File: src/rtl/tmr_pkg.sv
package tmr_pkg;
    typedef enum logic [1:0] {
        MODE_OFF   = 2'b00,
        MODE_EVENT = 2'b01,
        MODE_TIMER = 2'b10,
        MODE_PULSE = 2'b11
    } tmr_mode_e;

    typedef enum logic [1:0] {
        PW_IDLE    = 2'd0,
        PW_ARMED   = 2'd1,
        PW_MEASURE = 2'd2
    } pw_state_e;

    localparam int CTRL_W   = 8;
    localparam int DIV_BITS = 7;
endpackage

File: src/rtl/tmr_sync_edge.sv
module tmr_sync_edge #(
    parameter int STAGES = 2
) (
    input  logic clk,
    input  logic rst_n,
    input  logic pin_i,
    output logic level_o,
    output logic rise_o,
    output logic fall_o
);
    logic [STAGES:0] sr_q;

    always_ff @(posedge clk) begin
        if (!rst_n) sr_q <= '0;
        else        sr_q <= {sr_q[STAGES-1:0], pin_i};
    end

    always_comb begin
        level_o = sr_q[STAGES-1];
        rise_o  = sr_q[STAGES-1] & ~sr_q[STAGES];
        fall_o  = ~sr_q[STAGES-1] & sr_q[STAGES];
    end

    // an edge indication never lasts two cycles in a row
    a_r3_rise_single: assert property (@(posedge clk) disable iff (!rst_n)
        rise_o |=> !rise_o);
    a_r3_fall_single: assert property (@(posedge clk) disable iff (!rst_n)
        fall_o |=> !fall_o);
endmodule

File: src/rtl/tmr_prescale.sv
module tmr_prescale
    import tmr_pkg::*;
#(
    parameter int CW = 8
) (
    input  logic       clk,
    input  logic       rst_n,
    input  logic [2:0] psc_i,
    input  logic       src_slow_i,
    input  logic       slow_tick_i,
    output logic       tick_o
);
    localparam bit NARROW = (CW <= 8);

    logic [DIV_BITS-1:0] div_q;

    always_ff @(posedge clk) begin
        if (!rst_n) div_q <= '0;
        else        div_q <= div_q + 1'b1;
    end

    generate
        if (NARROW) begin : g_narrow
            logic [DIV_BITS-1:0] mask;
            logic                unused_wide;
            assign mask        = DIV_BITS'((8'd1 << psc_i) - 8'd1);
            assign tick_o      = (div_q & mask) == mask;
            assign unused_wide = ^{src_slow_i, slow_tick_i};

            // with any nonzero prescale, ticks are never adjacent
            a_r5_tick_spacing: assert property (@(posedge clk) disable iff (!rst_n)
                (tick_o && psc_i != 3'd0) |=> (!tick_o || psc_i == 3'd0));
        end else begin : g_wide
            logic unused_narrow;
            assign tick_o        = src_slow_i ? slow_tick_i : (div_q[1:0] == 2'b11);
            assign unused_narrow = ^{psc_i, div_q[DIV_BITS-1:2]};

            // the divide-by-4 source never ticks twice in a row
            a_r6_sys4_spacing: assert property (@(posedge clk) disable iff (!rst_n)
                (tick_o && !src_slow_i) |=> (!tick_o || src_slow_i));
        end
    endgenerate
endmodule

File: src/rtl/tmr_pw_fsm.sv
module tmr_pw_fsm
    import tmr_pkg::*;
(
    input  logic clk,
    input  logic rst_n,
    input  logic pw_en_i,
    input  logic start_i,
    input  logic stop_i,
    output logic measuring_o,
    output logic done_o
);
    pw_state_e state_q, state_d;

    always_comb begin
        state_d = state_q;
        unique case (state_q)
            PW_IDLE:    if (pw_en_i) state_d = PW_ARMED;
            PW_ARMED:   if (!pw_en_i) state_d = PW_IDLE;
                        else if (start_i) state_d = PW_MEASURE;
            PW_MEASURE: if (!pw_en_i || stop_i) state_d = PW_IDLE;
            default:    state_d = PW_IDLE;
        endcase
    end

    always_ff @(posedge clk) begin
        if (!rst_n) state_q <= PW_IDLE;
        else        state_q <= state_d;
    end

    always_comb begin
        measuring_o = (state_q == PW_MEASURE);
        done_o      = (state_q == PW_MEASURE) && pw_en_i && stop_i;
    end

    // a finished measurement always returns to idle
    a_r8_done_to_idle: assert property (@(posedge clk) disable iff (!rst_n)
        done_o |=> state_q == PW_IDLE);
    // measurement is only entered from an armed state on a start edge
    a_r7_measure_entry: assert property (@(posedge clk) disable iff (!rst_n)
        $rose(measuring_o) |-> ($past(start_i) && $past(state_q) == PW_ARMED));
endmodule

File: src/rtl/tmr_event_counter.sv
module tmr_event_counter
    import tmr_pkg::*;
#(
    parameter int CW = 8
) (
    input  logic          clk,
    input  logic          rst_n,
    input  logic          bus_we,
    input  logic          bus_addr,
    input  logic [CW-1:0] bus_wdata,
    output logic [CW-1:0] bus_rdata,
    input  logic          ext_in,
    input  logic          slow_tick,
    input  logic          irq_clr,
    output logic          irq_flag,
    output logic          pfd_out
);
    localparam bit              NARROW    = (CW <= 8);
    localparam logic [CTRL_W-1:0] CTRL_MASK = NARROW ? 8'hDF : 8'hF8;
    localparam logic [CW-1:0]   CNT_MAX   = '1;

    logic [CW-1:0]     cnt_q, preload_q;
    logic [CTRL_W-1:0] ctrl_q;
    logic              irq_q, pfd_q;

    tmr_mode_e mode;
    logic      run, edge_sel;
    logic      lvl, rise, fall, active_edge, return_edge;
    logic      tick, pw_en, measuring, pw_done;
    logic      wr_pre, wr_ctl, inc, ovf;

    always_comb begin
        mode        = tmr_mode_e'(ctrl_q[7:6]);
        run         = ctrl_q[4];
        edge_sel    = ctrl_q[3];
        active_edge = edge_sel ? fall : rise;
        return_edge = edge_sel ? rise : fall;
        pw_en       = run && (mode == MODE_PULSE);
        wr_pre      = bus_we && !bus_addr;
        wr_ctl      = bus_we && bus_addr;
    end

    tmr_sync_edge #(.STAGES(2)) u_sync (
        .clk     (clk),
        .rst_n   (rst_n),
        .pin_i   (ext_in),
        .level_o (lvl),
        .rise_o  (rise),
        .fall_o  (fall)
    );

    tmr_prescale #(.CW(CW)) u_psc (
        .clk         (clk),
        .rst_n       (rst_n),
        .psc_i       (ctrl_q[2:0]),
        .src_slow_i  (ctrl_q[5]),
        .slow_tick_i (slow_tick),
        .tick_o      (tick)
    );

    tmr_pw_fsm u_pw (
        .clk         (clk),
        .rst_n       (rst_n),
        .pw_en_i     (pw_en),
        .start_i     (active_edge),
        .stop_i      (return_edge),
        .measuring_o (measuring),
        .done_o      (pw_done)
    );

    logic unused_lvl;
    assign unused_lvl = lvl;

    always_comb begin
        inc = 1'b0;
        if (run) begin
            unique case (mode)
                MODE_EVENT: inc = active_edge;
                MODE_TIMER: inc = tick;
                MODE_PULSE: inc = measuring && tick;
                default:    inc = 1'b0;
            endcase
        end
        ovf = inc && (cnt_q == CNT_MAX);
    end

    always_ff @(posedge clk) begin
        if (!rst_n) begin
            cnt_q <= '0;
        end else if (inc) begin
            cnt_q <= ovf ? preload_q : cnt_q + 1'b1;
        end else if (wr_pre && !run) begin
            cnt_q <= bus_wdata;
        end
    end

    always_ff @(posedge clk) begin
        if (!rst_n)      preload_q <= '0;
        else if (wr_pre) preload_q <= bus_wdata;
    end

    always_ff @(posedge clk) begin
        if (!rst_n)       ctrl_q    <= '0;
        else if (wr_ctl)  ctrl_q    <= bus_wdata[CTRL_W-1:0] & CTRL_MASK;
        else if (pw_done) ctrl_q[4] <= 1'b0;
    end

    always_ff @(posedge clk) begin
        if (!rst_n) begin
            irq_q <= 1'b0;
            pfd_q <= 1'b0;
        end else begin
            if (ovf)          irq_q <= 1'b1;
            else if (irq_clr) irq_q <= 1'b0;
            if (ovf)          pfd_q <= ~pfd_q;
        end
    end

    assign irq_flag  = irq_q;
    assign pfd_out   = pfd_q;
    assign bus_rdata = bus_addr ? CW'(ctrl_q) : cnt_q;

    // overflow reloads from the preload value seen that cycle and raises the flag
    a_r4_overflow_reload: assert property (@(posedge clk) disable iff (!rst_n)
        ovf |=> (cnt_q == $past(preload_q)) && irq_flag);
    // the divider output moves only on overflow
    a_r4_pfd_only_on_ovf: assert property (@(posedge clk) disable iff (!rst_n)
        !ovf |=> $stable(pfd_out));
    // the request flag is sticky until cleared
    a_r10_irq_sticky: assert property (@(posedge clk) disable iff (!rst_n)
        (irq_flag && !irq_clr) |=> irq_flag);
    // without a count step or a stopped-state load the counter is frozen
    a_r2_counter_hold: assert property (@(posedge clk) disable iff (!rst_n)
        (!inc && !(wr_pre && !run)) |=> $stable(cnt_q));
    // the end of a measurement drops the run bit
    a_r8_run_autoclear: assert property (@(posedge clk) disable iff (!rst_n)
        (pw_done && !wr_ctl) |=> !ctrl_q[4]);
    // the unused mode never produces a count step
    a_r1_off_no_count: assert property (@(posedge clk) disable iff (!rst_n)
        (mode == MODE_OFF) |-> !inc);
endmodule

File: config.mk
export PLATFORM = sky130hd
export DESIGN_NAME = tmr_event_counter
export DESIGN_NICKNAME = d
export VERILOG_FILES = /design/src/rtl/tmr_pkg.sv /design/src/rtl/tmr_sync_edge.sv /design/src/rtl/tmr_prescale.sv /design/src/rtl/tmr_pw_fsm.sv /design/src/rtl/tmr_event_counter.sv
export SDC_FILE = /design/constraint.sdc
export NUM_CORES = 1
export LEC_CHECK = 0
export BUFFER_PORTS_ARGS = -buffer_cell sky130_fd_sc_hd__buf_2
export CAP_MARGIN = 10
export CORE_MARGIN = 3
export CORE_UTILIZATION = 45
export CTS_BUF_LIST = sky130_fd_sc_hd__clkbuf_8
export CTS_CLUSTER_DIAMETER = 50
export DETAILED_ROUTE_END_ITERATION = 12
export GPL_TIMING_DRIVEN = 0
export PLACE_DENSITY = 0.69
export SLEW_MARGIN = 0
export SYNTH_ARGS = -nofsm -noshare
export SYNTH_HDL_FRONTEND = slang
export SYNTH_SLANG_ARGS = --single-unit
export TNS_END_PERCENT = 5
File: constraint.sdc
create_clock -name clk -period 2.4 [get_ports clk]
set_clock_uncertainty 0.2 [all_clocks]
set_input_delay 0.24 -clock clk [delete_from_list [all_inputs] [get_ports clk]]
set_output_delay 0.24 -clock clk [all_outputs]
set_load 0.02 [all_outputs]
## Word level (Yosys, flattened, before mapping)

Index checks and enable logic that the tools add are counted.

| operators by class | value |
|---|---|
| eq/ne operators | 10 |
| $add $sub $neg | 3 |
| bitwise gates (word level) | 6 |
| mux-type cells | 17 |
| shifts and indexed selects | 1 |
| reductions and logical operators | 17 |

Operators with widths:

| kind | number |
|---|---|
| two-way mux 8 bit | 4 |
| adder 8 x 1 -> 8 bit, second input constant | 1 |
| == test 8 bit, second input constant | 1 |
| logical AND 1 bit | 8 |
| two-way mux 2 bit | 4 |
| adder 7 x 1 -> 7 bit, second input constant | 1 |
| bitwise AND 7 bit | 1 |
| == test 7 bit | 1 |
| two-way mux 1 bit | 7 |
| << shifter 1 x 3 -> 7 bit, first input constant | 1 |
| subtractor 7 x 1 -> 7 bit, second input constant | 1 |
| == test 2 bit, second input constant | 3 |
| case mux 2 bit (3 select lines) | 1 |
| nonzero test 2 bit | 3 |
| == test 2 x 1 -> 1 bit, second input constant | 2 |
| != test 2 x 1 -> 1 bit, second input constant | 2 |
| zero test 1 bit | 3 |
| != test 3 bit, second input constant | 1 |
| inverter 1 bit | 3 |
| case mux 1 bit (3 select lines) | 1 |
| AND reduction 3 bit | 1 |
| bitwise AND 1 bit | 2 |
| zero test 2 bit | 1 |
| logical OR 1 bit | 1 |

| storage, ports and cells | value |
|---|---|
| logic and storage cells | 63 |
| register bits | 37 |
| output and inout port bits | 10 |

## Logic depth before layout (Yosys ltp)

| logic depth | value |
|---|---|
| depth in word-level cells | 10 |
| depth in mapped cells | 7 |
| gate-level depth less buffers | 7 |

## Modules after synthesis

Synthesis repeated with hierarchy kept, for this count alone.

| unflattened totals | value |
|---|---|
| cell total of the unflattened synthesis | 226 |
| area, all modules | 1866.8 um^2 |

By module, submodules not included:

| module | instances | cells an instance | area an instance (um^2) | sequential area each (um^2) |
|---|---|---|---|---|
| tmr_event_counter | 1 | 172 | 1358.8 | 500.5 |
| tmr_prescale | 1 | 37 | 329.1 | 140.1 |
| tmr_sync_edge | 1 | 8 | 91.3 | 60.1 |
| tmr_pw_fsm | 1 | 9 | 87.6 | 40.0 |

## Worst setup path before layout

OpenSTA, ideal clock, no wires.

| timing path | value |
|---|---|
| path type | reg2reg |
| from | register cnt_q[0] |
| to | register cnt_q[7] |
| data required time | 2.078 ns |
| data arrival time | 1.497 ns |
| setup slack | 0.581 ns |
| stages on the path, launching flop included | 8 |
| clock period less this slack | 1.819 ns |
| cell sequence | dfxtp_1 > ha_1 > nand3_1 > nor2_4 > mux2_2 > a21oi_1 > or2_0 > a31oi_1 |

| on the way | value |
|---|---|
| longest elaborated chain between the ends | 4 |

Ends and longest elaborated chain:

| element | RTL line | source |
|---|---|---|
| start: declaration | tmr_event_counter.sv:22 | `logic [CW-1:0] cnt_q, preload_q;` |
| start signal: assignment | tmr_event_counter.sv:91 | `cnt_q <= ovf ? preload_q : cnt_q + 1'b1;` |
| start signal: assignment | tmr_event_counter.sv:93 | `cnt_q <= bus_wdata;` |
| parallel branches: the longest is 2 deep, another holds adder 8 x 1 -> 8 bit | n/a |  |
| two-way mux 8 bit (*) | tmr_event_counter.sv:91 |  |
| two-way mux 8 bit (*) | tmr_event_counter.sv:90 | `end else if (inc) begin` |

Mark *: on every way between the ends.
A chain may end at the register's enable or synchronous reset.

## Worst setup path after layout

Same ends and word-level chain as after synthesis.

==> summary.md <==
| Metric | Value |
|---|---|
| Post-synth EDFFs | 0 |
| Final Critical Period | 2.01 ns |
| Slew Limit Fails | 0 |
| Seq/Total Area, Yosys | 40.2% |
| Starting Density | between 40% and 50% |
| CTS tree | yes |
| Crit-path max cell delay | 0.42 ns |
| DR vias/cell | about 5.5 |
| Main synth FF type | dfxtp_1 |
| Max FO, Critical Path | 6 |
| DRC viols | 0 |
| Core ar. | about 3800 sq um |
| Vias in the first global route | about 1.5k |
| Most common cell after layout, fill and taps aside | nand2_1 |
| GRT Total Usage | around 18% |
| Htree depth | 2 |
| Final Worst Setup Slack | a little under 0.4 ns |
| Final hold vios | 0 |
| Via count | 1597 |
| Hold path depth | 3 |
| Maximum vdd ir drop | 0.000318 V |
| Largest net degree at the start of global routing | 11 |
| Final Non-Filler Cells | between 200 and 300 |
| Multi-input gate area | about 1000 sq um |
| # placed instances | about 290 |
| Arr. time, crit path | just under 2 ns |
| Number of gates resized after CTS | 0 |
| CTS Buffer Depth | 2 |
| Critical Path Sink Type | flop |
| Post-Syn Instances | 216 |
| Layout net count | 263 |
| Post-synth ARST share | 0% |
| Final instance area | approximately 2100 sq um |
| DRT antenna net count | 0 |
| Crit path launch | cnt_q[0]$_SDFFE_PN0P_ |
| # fillers | 383 |
| Synthesized cell area | 1840 sq um |
| CP required | between 2 and 2.5 ns |
| Period utilization | 83.8% |
| Hold Path Sink | preload_q[1]$_SDFFE_PN0P_ |
| Sink Count | 37 |
| Yosys reg bits | 37 |
| CTS buffer count | 5 |
| Pre-Repair DR Iteration Count | 5 |
| Total Wirelength | 4250 um |
| Least-Margin Pin Slew | 0.612 ns |
| Row cnt | 22 |
| Area grow syn2layout | 14.1% |
| Total Power | between 1 and 1.5 mW |
| Final setup fails | 0 |
| DP Worst Slack | ~0.42 ns |
| Die Ht | about 70 um |
| Number of DRC markers in iteration 0 | approximately 110 |
| DR WL/cell | around 14 um |
| First-pass GRT wire length | between 7000 and 8000 um |
| Reg2reg start | cnt_q[0]$_SDFFE_PN0P_ |
| Share of cells above drive strength 1 | between 20 and 25% |
| Post-DP Area | 2010 sq um |
| PD cells | 572 nW/um^2 |
| Avg Cell Area, Syn | about 8.5 sq um |
| CP delay by family, top | simple AND/OR/NAND/NOR gates |
| N_diodes | 0 |
| Hold Crit Class | input pin to flop |
| FMAX | 0.497 GHz |
| Slowest cell on the critical path | dfxtp_1 |
| RSZ-0062 raised after global routing | false |
| Register area | roughly 740 sq um |
| Leakage | a little under 0.8 nW |
| Nature of the critical path startpoint | flop |
| Yosys warns | 0 |
| R2R Setup Slk | 0.39 ns |
| Worst-path clk slew | ~0.07 ns |
| Setup TNS | 0 ns |
| Dpl hpwl | about 3100 um |
| Reg-to-reg endpoint | cnt_q[7]$_SDFFE_PN0P_ |
| Worst Reg-to-Reg Cells | 7 |
| GP Congestion | roughly 0.81 |
| Worst Min Path Start | bus_wdata[1] |
| Run status | complete, no violations |
| Die area | 4900 sq um |
| Antenna violations before repair | 0 |
| Crit Path Category | flop to flop |
| Skew-Pair Late Insertion Delay | slightly below 0.3 ns |
| Most frequent cells in the layout | 39 x nand2_1, 37 x dfxtp_1, 24 x buf_2 |
| I/O Buffers | 21 |
| Fin Hold WS | 0.0120 ns |
| Rel. slew slack | approximately three fifths |
| CTS root buffer | clkbuf_8 |
| Final core occ | approximately 55% |
| Maxcap violations | 0 |
| Die outline width | roughly 70 um |
| Worst-path cell chain | ha_1, nand3_1, nor2_4, mux2_2, a21oi_1, or2_0, a31oi_1 |
| Total I/O pin count | 25 |
| Syn Nets | ~230 |
| Grt ovf | 0 |
| WP buf/inv | 0 |
| Netlist cell types | 45 |
==> tightest hold or removal path, stage by stage <==
cell and delay (ns):
buf_2 0.12, nand2_1 0.05, a21oi_1 0.05
==> synth_stat cells (2+ instances only) <==
library cell  count  share of area, %
nand2_1          39               7.9
dfxtp_1          37                40
a21oi_1          19               5.2
nand3_1          19               5.2
nor2_1           15               3.1
mux2_2            9               5.5
nand2b_1          9               3.1
clkbuf_1          6               1.2
a31oi_1           5               1.7
xor2_1            5               2.4
a211o_1           4               1.9
and2_1            4               1.4
buf_2             3              0.81
mux2i_1           3               1.6
nor2b_1           3               1.0
xnor2_1           3               1.4
ha_1              2               1.4
nand4_1           2              0.68
o21a_1            2              0.81
o21ai_0           2              0.54
==> what timing repair did <==
item	CTS	global route
buffers inserted	0	0
endpoints found under the hold margin	2	0
hold buffers	2	0
==> final cells by class <==
cell class	instances	share of cell area, %
plain buffers	11	2.50
clock buffers	5	3.28
clock inverters	1	0.238
inverters	2	0.357
multi-input cells	166	49.6
flip-flops and latches	37	35.3
well taps	48	2.86
repair buffers	23	5.96
==> state kept, by name, summed over array words and instances (netlist names) <==
signal and cells:
ctrl_q 7, irq_flag 1, cnt_q 8, u_psc.div_q 7, pfd_out 1, u_sync.sr_q 3
preload_q 8, u_pw.state_q 2
==> worst max-delay path by stage <==
stage | endpoint | slack [ns] | cells past startpoint
2_1_floorplan | cnt_q[7]$_SDFFE_PN0P_ | 0.58 | 7
3_3_place_gp | cnt_q[7]$_SDFFE_PN0P_ | 0.42 | 7
3_5_place_dp | cnt_q[7]$_SDFFE_PN0P_ | 0.42 | 7
4_1_cts | cnt_q[7]$_SDFFE_PN0P_ | 0.41 | 7
5_1_grt | cnt_q[1]$_SDFFE_PN0P_ | 0.21 | 7
6_report | cnt_q[7]$_SDFFE_PN0P_ | 0.39 | 7
==> per-layer routing <==
layer	share of wire [%]	GRT usage, %	vias up	wire, um
met4	1.5	6.17	0	64
met3	5.1	4.89	8	215
met2	45	28.9	34	1900
met1	49	24.6	750	2070
met5	0	0	-	0
li1	-	-	805	-
==> cells by family after synthesis <==
group / after synthesis / synth area share (%)
XOR/XNOR: 8 / 3.80
flip-flops: 37 / 40.2
buffers and inverters: 13 / 3.26
AO/OA/AOI/OAI: 44 / 17.7
multiplexers: 12 / 7.13
adder cells (fa/ha/maj): 2 / 1.36
AND/OR/NAND/NOR: 100 / 26.5
==> power breakdown <==
group | leakage (nW) | internal, mW | total [mW] | switching [mW]
sequential | 0.302 | 0.639 | 0.665 | 0.0264
clock | 0.0399 | 0.191 | 0.402 | 0.211
combinational | 0.438 | 0.0546 | 0.133 | 0.0788
total | 0.780 | 0.884 | 1.20 | 0.316
Power figures use the tool's default switching activity.
